[src/rtl/fcg_pkg.sv]
package fcg_pkg;
  localparam int unsigned LEN_MIN = 64;
  localparam int unsigned LEN_MAX = 256;

  typedef enum logic {
    FSHAPE_SQUARE = 1'b0,
    FSHAPE_PULSE  = 1'b1
  } fshape_e;
endpackage

[src/rtl/fcg_cfg_check.sv]
module fcg_cfg_check #(
  parameter int DIV_W   = 8,
  parameter int LEN_W   = 9,
  parameter int LEN_MIN = 64,
  parameter int LEN_MAX = 256
) (
  input  logic [DIV_W-1:0] half_div,
  input  logic [LEN_W-1:0] frame_len,
  input  logic             tdm8,
  input  logic             rate96,
  output logic             legal
);
  localparam logic [LEN_W-1:0] LO = LEN_W'(LEN_MIN);
  localparam logic [LEN_W-1:0] HI = LEN_W'(LEN_MAX);

  logic rate_ok, len_ok, div_ok;

  always_comb begin
    rate_ok = !(tdm8 && rate96);
    len_ok  = (frame_len >= LO) && (frame_len <= HI) && !frame_len[0];
    div_ok  = (half_div != '0);
    legal   = rate_ok && len_ok && div_ok;
  end
endmodule

[src/rtl/fcg_bclk_div.sv]
module fcg_bclk_div #(
  parameter int DIV_W = 8
) (
  input  logic             clk,
  input  logic             rst,
  input  logic             go,
  input  logic [DIV_W-1:0] half_div,
  output logic             bclk,
  output logic             rise_en,
  output logic             fall_en,
  output logic             fall_tick
);
  logic [DIV_W-1:0] dcnt;
  logic             wrap;

  // wrap marks the edge that ends a half-period
  assign wrap      = go && (dcnt == half_div - DIV_W'(1));
  assign fall_tick = wrap && bclk;

  always_ff @(posedge clk) begin
    if (rst || !go) begin
      dcnt    <= '0;
      bclk    <= 1'b0;
      rise_en <= 1'b0;
      fall_en <= 1'b0;
    end else begin
      rise_en <= wrap && !bclk;
      fall_en <= fall_tick;
      if (wrap) begin
        dcnt <= '0;
        bclk <= ~bclk;
      end else begin
        dcnt <= dcnt + DIV_W'(1);
      end
    end
  end
endmodule

[src/rtl/fcg_frame_seq.sv]
module fcg_frame_seq #(
  parameter int LEN_W = 9
) (
  input  logic             clk,
  input  logic             rst,
  input  logic             go,
  input  logic             fall_tick,
  input  logic [LEN_W-1:0] frame_len,
  input  fcg_pkg::fshape_e shape,
  input  logic             act_high,
  output logic             fclk,
  output logic             frame_start
);
  import fcg_pkg::*;

  logic [LEN_W-1:0] bitcnt;
  logic [LEN_W-1:0] nxt;
  logic             act;

  always_comb begin
    nxt = (bitcnt == frame_len - LEN_W'(1)) ? '0 : bitcnt + LEN_W'(1);
    if (shape == FSHAPE_PULSE) act = (nxt == '0);
    else                       act = (nxt < (frame_len >> 1));
  end

  // idle parks the counter on the last bit so the first fall wraps to bit 0
  always_ff @(posedge clk) begin
    if (rst || !go) begin
      bitcnt      <= frame_len - LEN_W'(1);
      fclk        <= ~act_high;
      frame_start <= 1'b0;
    end else begin
      frame_start <= fall_tick && (nxt == '0);
      if (fall_tick) begin
        bitcnt <= nxt;
        fclk   <= act ? act_high : ~act_high;
      end
    end
  end
endmodule

[src/rtl/frame_clk_gen.sv]
module frame_clk_gen #(
  parameter int DIV_W   = 8,
  parameter int LEN_W   = 9,
  parameter int LEN_MIN = fcg_pkg::LEN_MIN,
  parameter int LEN_MAX = fcg_pkg::LEN_MAX
) (
  input  logic             clk,
  input  logic             rst,
  input  logic             en,
  input  logic [DIV_W-1:0] half_div,
  input  logic [LEN_W-1:0] frame_len,
  input  logic             pulse_mode,
  input  logic             start_rise,
  input  logic             tdm8,
  input  logic             rate96,
  output logic             bclk,
  output logic             fclk,
  output logic             bclk_rise,
  output logic             bclk_fall,
  output logic             frame_start,
  output logic             cfg_err
);
  import fcg_pkg::*;

  localparam int LEN_CAP = 1 << LEN_W;
  if (LEN_MAX >= LEN_CAP) begin : g_len_w_too_small
    initial $error("LEN_W cannot hold LEN_MAX");
  end

  logic    legal;
  logic    go;
  logic    fall_tick;
  fshape_e shape;

  assign shape = fshape_e'(pulse_mode);
  assign go    = en && legal;

  fcg_cfg_check #(
    .DIV_W(DIV_W), .LEN_W(LEN_W), .LEN_MIN(LEN_MIN), .LEN_MAX(LEN_MAX)
  ) u_cfg (
    .half_div (half_div),
    .frame_len(frame_len),
    .tdm8     (tdm8),
    .rate96   (rate96),
    .legal    (legal)
  );

  fcg_bclk_div #(.DIV_W(DIV_W)) u_div (
    .clk      (clk),
    .rst      (rst),
    .go       (go),
    .half_div (half_div),
    .bclk     (bclk),
    .rise_en  (bclk_rise),
    .fall_en  (bclk_fall),
    .fall_tick(fall_tick)
  );

  fcg_frame_seq #(.LEN_W(LEN_W)) u_seq (
    .clk        (clk),
    .rst        (rst),
    .go         (go),
    .fall_tick  (fall_tick),
    .frame_len  (frame_len),
    .shape      (shape),
    .act_high   (start_rise),
    .fclk       (fclk),
    .frame_start(frame_start)
  );

  always_ff @(posedge clk) begin
    if (rst) cfg_err <= 1'b0;
    else     cfg_err <= en && !legal;
  end
endmodule

[config.mk]
export PLATFORM = sky130hd
export DESIGN_NAME = frame_clk_gen
export DESIGN_NICKNAME = d
export VERILOG_FILES = /design/src/rtl/fcg_pkg.sv /design/src/rtl/fcg_cfg_check.sv /design/src/rtl/fcg_bclk_div.sv /design/src/rtl/fcg_frame_seq.sv /design/src/rtl/frame_clk_gen.sv
export SDC_FILE = /design/constraint.sdc
export NUM_CORES = 1
export LEC_CHECK = 0
export ABC_AREA = 1
export BUFFER_PORTS_ARGS = -buffer_cell sky130_fd_sc_hd__buf_2
export CAP_MARGIN = 20
export CORE_ASPECT_RATIO = 1.4
export CORE_MARGIN = 2
export CORE_UTILIZATION = 28
export DETAILED_ROUTE_END_ITERATION = 7
export GPL_ROUTABILITY_DRIVEN = 0
export GPL_TIMING_DRIVEN = 0
export SYNTH_ARGS = -nofsm -noshare
export SYNTH_HDL_FRONTEND = slang
export SYNTH_SLANG_ARGS = --single-unit
export TNS_END_PERCENT = 100
[constraint.sdc]
create_clock -name clk -period 6.3 [get_ports clk]
set_clock_uncertainty 0.15 [all_clocks]
set_input_delay 0.315 -clock clk [delete_from_list [all_inputs] [get_ports clk]]
set_output_delay 0.315 -clock clk [all_outputs]
set_load 0.03 [all_outputs]
# After elaboration in Yosys (flattened, before gate mapping)
# Index checks and enable logic that the tools add are counted.
[totals] regBits=23 latch_bits=0 ramBits=0 romBits=0 input_bits=24 output_inout_bits=6 word_cells=47 n_memories=0
[op_classes] n_addsub=4 n_mul=0 div_mod_pow=0 order_cmp=3 n_eq_ne=2 shifts=0 muxes=7 n_bitwise=2 n_reduce_logical=21
[op_table] operator="$mux W9" n=3
[op_table] operator="$logic_and A1 B1 Y1" n=11
[op_table] operator="$add A9 B1 Y9 const B" n=1
[op_table] operator="$eq A9 B9 Y1" n=1
[op_table] operator="$ge A9 B7 Y1 const B" n=1
[op_table] operator="$le A9 B9 Y1 const B" n=1
[op_table] operator="$logic_not A9 Y1" n=1
[op_table] operator="$lt A9 B8 Y1" n=1
[op_table] operator="$sub A9 B1 Y9 const B" n=1
[op_table] operator="$add A8 B1 Y8 const B" n=1
[op_table] operator="$eq A8 B8 Y1" n=1
[op_table] operator="$reduce_bool A8 Y1" n=1
[op_table] operator="$sub A8 B1 Y8 const B" n=1
[op_table] operator="$logic_not A1 Y1" n=5
[op_table] operator="$mux W1" n=4
[op_table] operator="$not A1 Y1" n=2
[op_table] operator="$reduce_bool A2 Y1" n=1
[op_table] operator="$reduce_or A2 Y1" n=1
[op_table] operator="$logic_or A1 B1 Y1" n=1

# Logic depth before layout (Yosys ltp)
# Gate-level depths: netlist of run 1.
[logic_depth] word_depth=10 depth_mapped=24 ltp_nobuf=24

# Modules after synthesis
# A second synthesis of run 1 with hierarchy kept.
[hier_totals] hier_cells=349 area_unflattened_um2=2255.9
[modules_own_cells] module="fcg_frame_seq" instances=1 cells_per_inst=202 area_per_inst_um2=1343.8
[modules_own_cells] module="fcg_bclk_div" instances=1 cells_per_inst=122 area_per_inst_um2=794.5
[modules_own_cells] module="fcg_cfg_check" instances=1 cells_per_inst=19 area_per_inst_um2=76.3
[modules_own_cells] module="frame_clk_gen" instances=1 cells_per_inst=6 area_per_inst_um2=41.3

# Worst setup path after synthesis of run 1
# No wires, ideal clock.
[synth_timing] path_type="input port to flip-flop" startpoint="in frame_len[0]" endpoint="reg u_seq.fclk (data pin)" setup_ns=0.252 arrival_time_ns=2.494 required_time_ns=5.898 path_slack_ns=3.404 stages=24 path_buffers=0 cell_sequence="inv_1 -> ha_1 -> nand2_1 -> nor2_1 -> nand2_1 -> nand2_1 -> nand3_1 -> nand2_1 -> nand2_1 -> nor2_2 -> nand2_2 -> inv_2 -> nor2_1 -> ha_1 -> a21oi_1 -> nor2_1 -> a211oi_1 -> nand2_1 -> nand2_1 -> nand2_1 -> nand2_1 -> nand2_1 -> nand2_1 -> nand2_1"
[synth_between] elab_chain_cells=9 elab_cells_between_ends=19 cone_classes="1 x add/sub; 3 x order compare; 1 x eq/ne; 5 x mux; 9 x reduce/logical"
[synth_rtl] element="start: declaration" line="frame_clk_gen.sv:11" rtl="input logic [LEN_W-1:0] frame_len,"
[synth_rtl] element="parallel branches: the longest is 8 deep, another holds $sub A9 B1 Y9"
[synth_rtl] element="$mux W1 *" line="fcg_frame_seq.sv:28" rtl="if (rst || !go) begin"
[synth_rtl] element="end signal: assignment" line="fcg_frame_seq.sv:30" rtl="fclk <= ~act_high;"
[synth_rtl] element="end signal: assignment" line="fcg_frame_seq.sv:36" rtl="fclk <= act ? act_high : ~act_high;"
[synth_rtl] element="end: declaration" line="fcg_frame_seq.sv:11" rtl="output logic fclk,"
# Every way passes the cells marked *. The select of a mux whose other input is x is not followed.
# A chain may end at the register's enable or synchronous reset.

# Final worst setup path of run 1
# Same ends and word-level chain as after synthesis.

==> impl_results.md, run 1 <==
- Status: finished, final reports clean
- Tmin final: between 3 and 4 ns
- # rows: 36
- RR Startpoint: u_seq.bitcnt[0]
- DRT Pass-1 Iters: 5
- DRC: 0
- Final ANT Viol Nets: 0
- Post-Synth Simple-Gate Area: 38.7%
- Hold_buf cts: 0
- Detailed Place HPWL: 4.13 mm
- Synth Warn #: 0
- Inst Count DP: 420
- Post-CTS Setup Inserts: 0
- Start point of the critical path: frame_len[0]
- Reg clk slew, reported paths: ~0.080 ns
- Synthesized instance count: slightly below 300
- Worst-Margin Slew: approximately 0.53 ns
- Commonest cells in the netlist: 72 x nand2_1, 43 x inv_1, 34 x nor2_1
- TritonCTS clock tree: built
- Initial antenna violation count: 0
- DIE HEIGHT: approximately 100 um
- CP Class: input pin to register
- Area of the multi-input gates: about 1300 um^2
- CTS Buf Count: 3
- Compound-Gate Fraction of Synth Area: under 10%
- Final hold violations: 0
- Hold Crit Class: input pin to register
- Register bit total from synthesis: 23
- Initial drt markers: about 140
- Yosys cell types: 33
- Xor and xnor area share after synthesis: just under 9%
- Worst hold slack: 0.166 ns
- Largest family of logic cells by synthesized area: simple AND/OR/NAND/NOR gates
- Post-synth top area cell: edfxtp_1
- Global-route wire length before repair: between 8 and 9 mm
- Chip width: roughly 76 um
- Clk buf depth: 2
- Initial core utilization: slightly below 30%
- FILL cells: 763
- Setup violators final: 0
- DR vias/cell: approximately 4.6
- R2R depth: 22
- Final Max Slew Viols: 0
- Gr ovfl total: 0
- RSZ-0062 raised after global routing: no
- PD cells: approximately 160 nW/um^2
- Largest net degree at the start of global routing: 14
- Vias: between 1500 and 2000
- Core ar.: roughly 7000 um^2
- Post-synth top flop: dfxtp_1
- Max frequency: around 300 MHz
- Clock Root Buffer: clkbuf_8
- Design Area, Final: roughly 2300 um^2
- Hold Path Stages: 2
- Syn Nets: 332
- Area Overhead vs Synth: 15.4%
- Peak supply drop: between 0.06 and 0.07 mV
- Mapped Area: between 2000 and 2500 um^2
- DIE AREA: a little under 8000 um^2
- Post-Synth Adder-Cell Area: between 7 and 8%
- CTS-repair resized insts: 0
- EDFF count, synth: 10
- Synth async-reset ratio: 0%
- Htree depth: 1
- Ports: 30
- Synth area leaders: edfxtp_1 15%, nand2_1 13%, dfxtp_1 13%
- Post-DP Area: around 2300 um^2
- Sink Count: 23
- Register area: between 500 and 600 um^2
- Area share of the largest cell type after synthesis: 14.9%
- Critical hold path startpoint: rst
- Vias in the first global route: between 1500 and 2000
- Setup TNS: 0 ns
- Mux contribution to synthesized area: 0%
- Count leader, synth: nand2_1
- Startpoint types: input pin
- Final cell count without fillers: 424
- Detailed-route wire length per cell: about 12 um
- Register area share after synthesis: ~28%
- Period utilization: between 50 and 60%
- Layout cells sized above 1: 18.8%
- Post-Route WL: between 4 and 5 mm
- Worst EP required: around 6.2 ns
- Total GRT Usage: approximately 14%
- Syn Area/Cell: 6.81 um^2
- Worst-skew pair later-pin latency: 0.27 ns
- Worst setup EP type: register
- Final nets: approximately 370
- Port bufs: 29
- Max transition margin: between 60 and 70%
- R2R setup slack: around 3.3 ns
- CP Max Fanout: 7
- # Max-Cap Violations: 0
- Leakage: 1.11 nW
- N_diodes: 0
- Critical Path AT: 3.20 ns
-- logic make-up after synthesis --
group                      Yosys count
and+or+nand+nor                    168
DFF                                 23
AOI/OAI and AO/OA                   25
adders and majority gates           12
xor gates and xnor gates            20
buffers and inverters               48
-- layout make-up --
type                    count  share of cell area [%]
plain buffers               2                   0.646
clock buffers               3                    1.78
clock inverters             1                   0.215
inverters                  46                    7.42
multi-input cells         225                    54.5
flip-flops and latches     23                    24.1
well taps                  95                    5.11
repair buffers             29                    6.24
-- cells in the final DEF (no fill, tap or decap), types with 2 or more instances in the layout --
| cell | n |
|---|---|
| a21oi_1 | 4 |
| a21oi_2 | 2 |
| a31oi_1 | 6 |
| buf_2 | 29 |
| clkbuf_8 | 3 |
| dfxtp_1 | 13 |
| edfxtp_1 | 10 |
| ha_1 | 12 |
| inv_1 | 43 |
| inv_2 | 3 |
| nand2_1 | 72 |
| nand2_2 | 2 |
| nand3_1 | 29 |
| nand4_1 | 4 |
| nor2_1 | 34 |
| nor2_2 | 15 |
| nor3_1 | 2 |
| nor3_2 | 2 |
| nor4_1 | 2 |
| o21ai_0 | 5 |
| o31ai_1 | 4 |
| xnor2_1 | 9 |
| xor2_1 | 11 |
-- worst max-delay path, stage by stage --
cell and delay, ns:
buf_2 0.12, inv_1 0.19, ha_1 0.27, nand2_1 0.13
nor2_1 0.21, nand2_1 0.10, nand2_1 0.08, nand3_1 0.07
nand2_1 0.08, nand2_1 0.06, nor2_2 0.09, nand2_2 0.11
inv_2 0.17, nor2_1 0.10, ha_1 0.29, a21oi_1 0.13
nor2_1 0.05, a211oi_1 0.16, nand2_1 0.13, nand2_1 0.07
nand2_1 0.05, nand2_1 0.06, nand2_1 0.05, nand2_1 0.05
nand2_1 0.04
-- flip-flops by register name (all words and copies together) (netlist names) --
signal             flops
u_seq.bitcnt           9
u_div.dcnt             8
cfg_err                1
u_div.bclk             1
u_div.fall_en          1
u_div.rise_en          1
u_seq.fclk             1
u_seq.frame_start      1
-- path summary, 6_finish.rpt --
| kind | endpoint |
|---|---|
| min reg2reg | u_div.rise_en |
| min | cfg_err |
| max | u_seq.fclk |
| max reg2reg | u_seq.fclk |
-- metal layers --
metal	global-route usage [%]	vias to the layer above	share of wire, %
li1	-	1022	-
met2	23.9	44	50
met4	4.76	0	3.2
met3	1.84	13	3.7
met1	16.7	860	43
met5	0	-	0
-- report_power, final --
group | total, mW | internal (mW) | switching (mW) | leakage, nW
logic | 0.103 | 0.0387 | 0.0639 | 0.870
registers | 0.169 | 0.163 | 0.00672 | 0.210
clock network | 0.0952 | 0.0443 | 0.0509 | 0.0255
total | 0.367 | 0.246 | 0.122 | 1.11
-- metrics by stage --
stage | total power, mW | util (%) | setup slack, ns
6_report | 0.367 | 33.3 | 2.98
5_1_grt | 0.396 | 33.3 | 2.62
4_1_cts | 0.374 | 33.3 | 2.97
3_3_place_gp | 0.274 | 32.7 | 2.71
3_5_place_dp | 0.276 | 32.7 | 2.68
2_1_floorplan | 0.243 | - | 3.40
(Power assumes the default switching activity.)
==> run 2, diff against run 1 <==
Settings changed: ABC_AREA 1 to 0.
Clock period 6.3 ns to 3.1 ns, I/O delays scaled along.
==> run 2 against run 1 <==
Against the previous run: the run now ends with negative setup slack left; highest routed layer unchanged; cell count down 11%; first-iteration DRC count down 6.6%; critical path type is now register to register; sequential share of layout area down 2.4 points.
==> impl_results.md, run 2 <==
- Max transition margin: roughly 70%
- Total GRT Usage: 13.9%
- Clk pwr share: around 23%
- Final hold violations: 0
- Critical Path AT: 3.14 ns
- Worst-Margin Slew: 0.456 ns
- Final nets: 320
- Post-DP Area: 2330 um^2
- Period utilization: 106%
- Port bufs: 29
- Worst setup EP type: register
- Post-Route WL: ~5.2 mm
- Vias in the first global route: approximately 1900
- Design Area, Final: approximately 2600 um^2
- Peak supply drop: between 0.1 and 0.15 mV
- Commonest cells in the netlist: 29 x nor2_1, 24 x xnor2_1, 15 x nand2_1
- Reg clk slew, reported paths: 0.08 ns
- Area Overhead vs Synth: 27.3%
- Core ar.: 6980 um^2
- # Max-Cap Violations: 0
- Met3 Resource Use GR: ~1.7%
- # rows: 36
- Count leader, synth: nor2_1
- Inst Count DP: 357
- Ports: 30
- Regs by FF count: u_seq.bitcnt x9, u_div.dcnt x8
- DR vias/cell: approximately 5
- TritonCTS clock tree: built
- Htree depth: 1
- CP Class: register to register
- Synth Warn #: 0
- Final Max Slew Viols: 0
- Compound-Gate Fraction of Synth Area: roughly 18%
- Largest register FFs: 9
- DIE AREA: between 7000 and 8000 um^2
- Internal: 0.554 mW
- Yosys cell types: 55
- Failing checks: negative setup slack
- Vias: around 1900
- Leading cell type in the layout, fill and taps excluded: buf_2
- Startpoint types: register
- Met2 Track Usage GR: 26.1%
- Sink Count: 23
- Post-Synth Simple-Gate Area: about a quarter
- Detailed Place HPWL: 4.15 mm
- N_diodes: 0
- Hold Crit Class: input pin to register
- Setup violators final: 1
- Final ANT Viol Nets: 0
- Post-synth top area cell: edfxtp_1
- Largest family of logic cells by synthesized area: simple AND/OR/NAND/NOR gates
- Max frequency: between 300 and 400 MHz
- Mux contribution to synthesized area: between 1.5 and 2%
- R2R setup slack: -0.17 ns
- Final cell count without fillers: approximately 380
- Most frequent cells in the layout: 33 x buf_2, 27 x nor2_1, 23 x xnor2_1, 16 x buf_4
- RSZ-0062 raised after global routing: yes
- DRT Pass-1 Iters: 4
- Reg with most FFs: u_seq.bitcnt
- Synth area leaders: edfxtp_1 15%, dfxtp_1 13%, xnor2_1 10%
- Leakage: approximately 1.1 nW
- EDFF count, synth: 10
- Area share of the largest cell type after synthesis: ~15%
- Register bit total from synthesis: 23
- Post-synth top flop: dfxtp_1
- Syn Area/Cell: approximately 8.7 um^2
- Setup TNS: -0.172 ns
- Global-route wire length before repair: 8.99 mm
- Switching part of the total: 31.4%
- Worst hold slack: approximately 0.03 ns
- Register area share after synthesis: 27.6%
- Mapped Area: approximately 2000 um^2
- Xor and xnor area share after synthesis: between 10% and 20%
- Worst EP required: roughly 3.0 ns
- Synthesized instance count: roughly 230
- Worst setup margin: -0.172 ns
- Post-Synth Adder-Cell Area: 7.38%
- DIE HEIGHT: roughly 100 um
- Synth async-reset ratio: 0%
- Most Used Layer, Global Route: met2
- Detailed-route wire length per cell: 13.9 um
- Largest net degree at the start of global routing: 13
- Gr ovfl total: 0
- Chip width: about 76 um
- Final design utilization: 37.1%
- Sequential power share: between 40% and 50%
- Worst-skew pair later-pin latency: 0.26 ns
- Initial core utilization: 29.1%
- M1 GR Usage: roughly 15%
- PD cells: about 310 nW/um^2
- CP Max Fanout: 6
- Clock Root Buffer: clkbuf_8
- Initial drt markers: about 130
- Switching pwr: approximately 0.25 mW
- Combinational power share: about a third
- Initial antenna violation count: 0
- Status: finished with violations
- Layout cells sized above 1: ~29%
- Tmin final: 3.27 ns
- CTS Buf Count: 3
- DRC: 0
- Clk buf depth: 2
- Syn Nets: 269
run 2: power groups by stage:
stage                     Combinational, mW  Clock, mW  Sequential (mW)
final                                 0.283      0.184            0.341
after CTS                             0.266      0.189            0.341
after floorplan                       0.170          0            0.351
after detailed placement              0.240          0            0.351
after global placement                0.236          0            0.351
after global routing                  0.313      0.202            0.344
run 2: final cells by class:
class | instances | area, um^2
inverter | 14 | 62.6
sequential | 23 | 561
timing repair buffer | 47 | 295
buffer | 6 | 35.0
multi-input combinational | 189 | 1470
fill | 737 | 4390
tap | 95 | 119
clock buffer | 4 | 45.0
run 2: per-layer routing:
layer,part of all wire [%],vias up,routed length [um]
met2,52,45,2740
met1,41,882,2150
li1,-,930,-
met3,3.4,14,179
met5,0,-,0
met4,3.2,0,170
run 2: final timing paths:
kind                         to       startpoint  cells past startpoint
setup / recovery     u_seq.fclk  u_seq.bitcnt[1]                     14
hold / removal       u_seq.fclk       start_rise                      2
hold reg to reg   u_div.fall_en       u_div.bclk                      2
setup reg to reg     u_seq.fclk  u_seq.bitcnt[1]                     14
run 2: timing repair:
| item | 4_1_cts | 5_1_grt |
|---|---|---|
| endpoints found under the hold margin | 1 | 0 |
| buffers inserted | 12 | 5 |
| pin swaps | 12 | 13 |
| cloned | 0 | 0 |
| setup endpoints to repair | 1 | 1 |
| hold buffers | 1 | 0 |
| resized for setup | 7 | 6 |
run 2: per-stage QoR:
stage,worst slack (ns),total power [mW]
after global placement,-0.569,0.587
after global routing,-0.365,0.859
after floorplan,-0.0331,0.522
final,-0.172,0.809
after CTS,-0.227,0.797
after detailed placement,-0.581,0.592
run 2: worst max-delay path, cell delays in order (launching register included):
cell       delay (ns)
edfxtp_1         0.42
xor2_1           0.15
nand2_1          0.11
a311o_1          0.37
a2111oi_4        0.23
buf_4            0.19
nand2_4          0.07
and2_4           0.16
ha_1             0.17
a21o_1           0.15
a21o_1           0.18
a211oi_2         0.26
o211ai_1         0.14
o22ai_2          0.20
xnor2_1          0.09
run 2: kinds of logic after synthesis:
| group | after synthesis |
|---|---|
| muxes | 3 |
| adders and majority gates | 12 |
| AOI/OAI and AO/OA | 45 |
| xor gates and xnor gates | 38 |
| DFF | 23 |
| and+or+nand+nor | 91 |
| buffers and inverters | 21 |
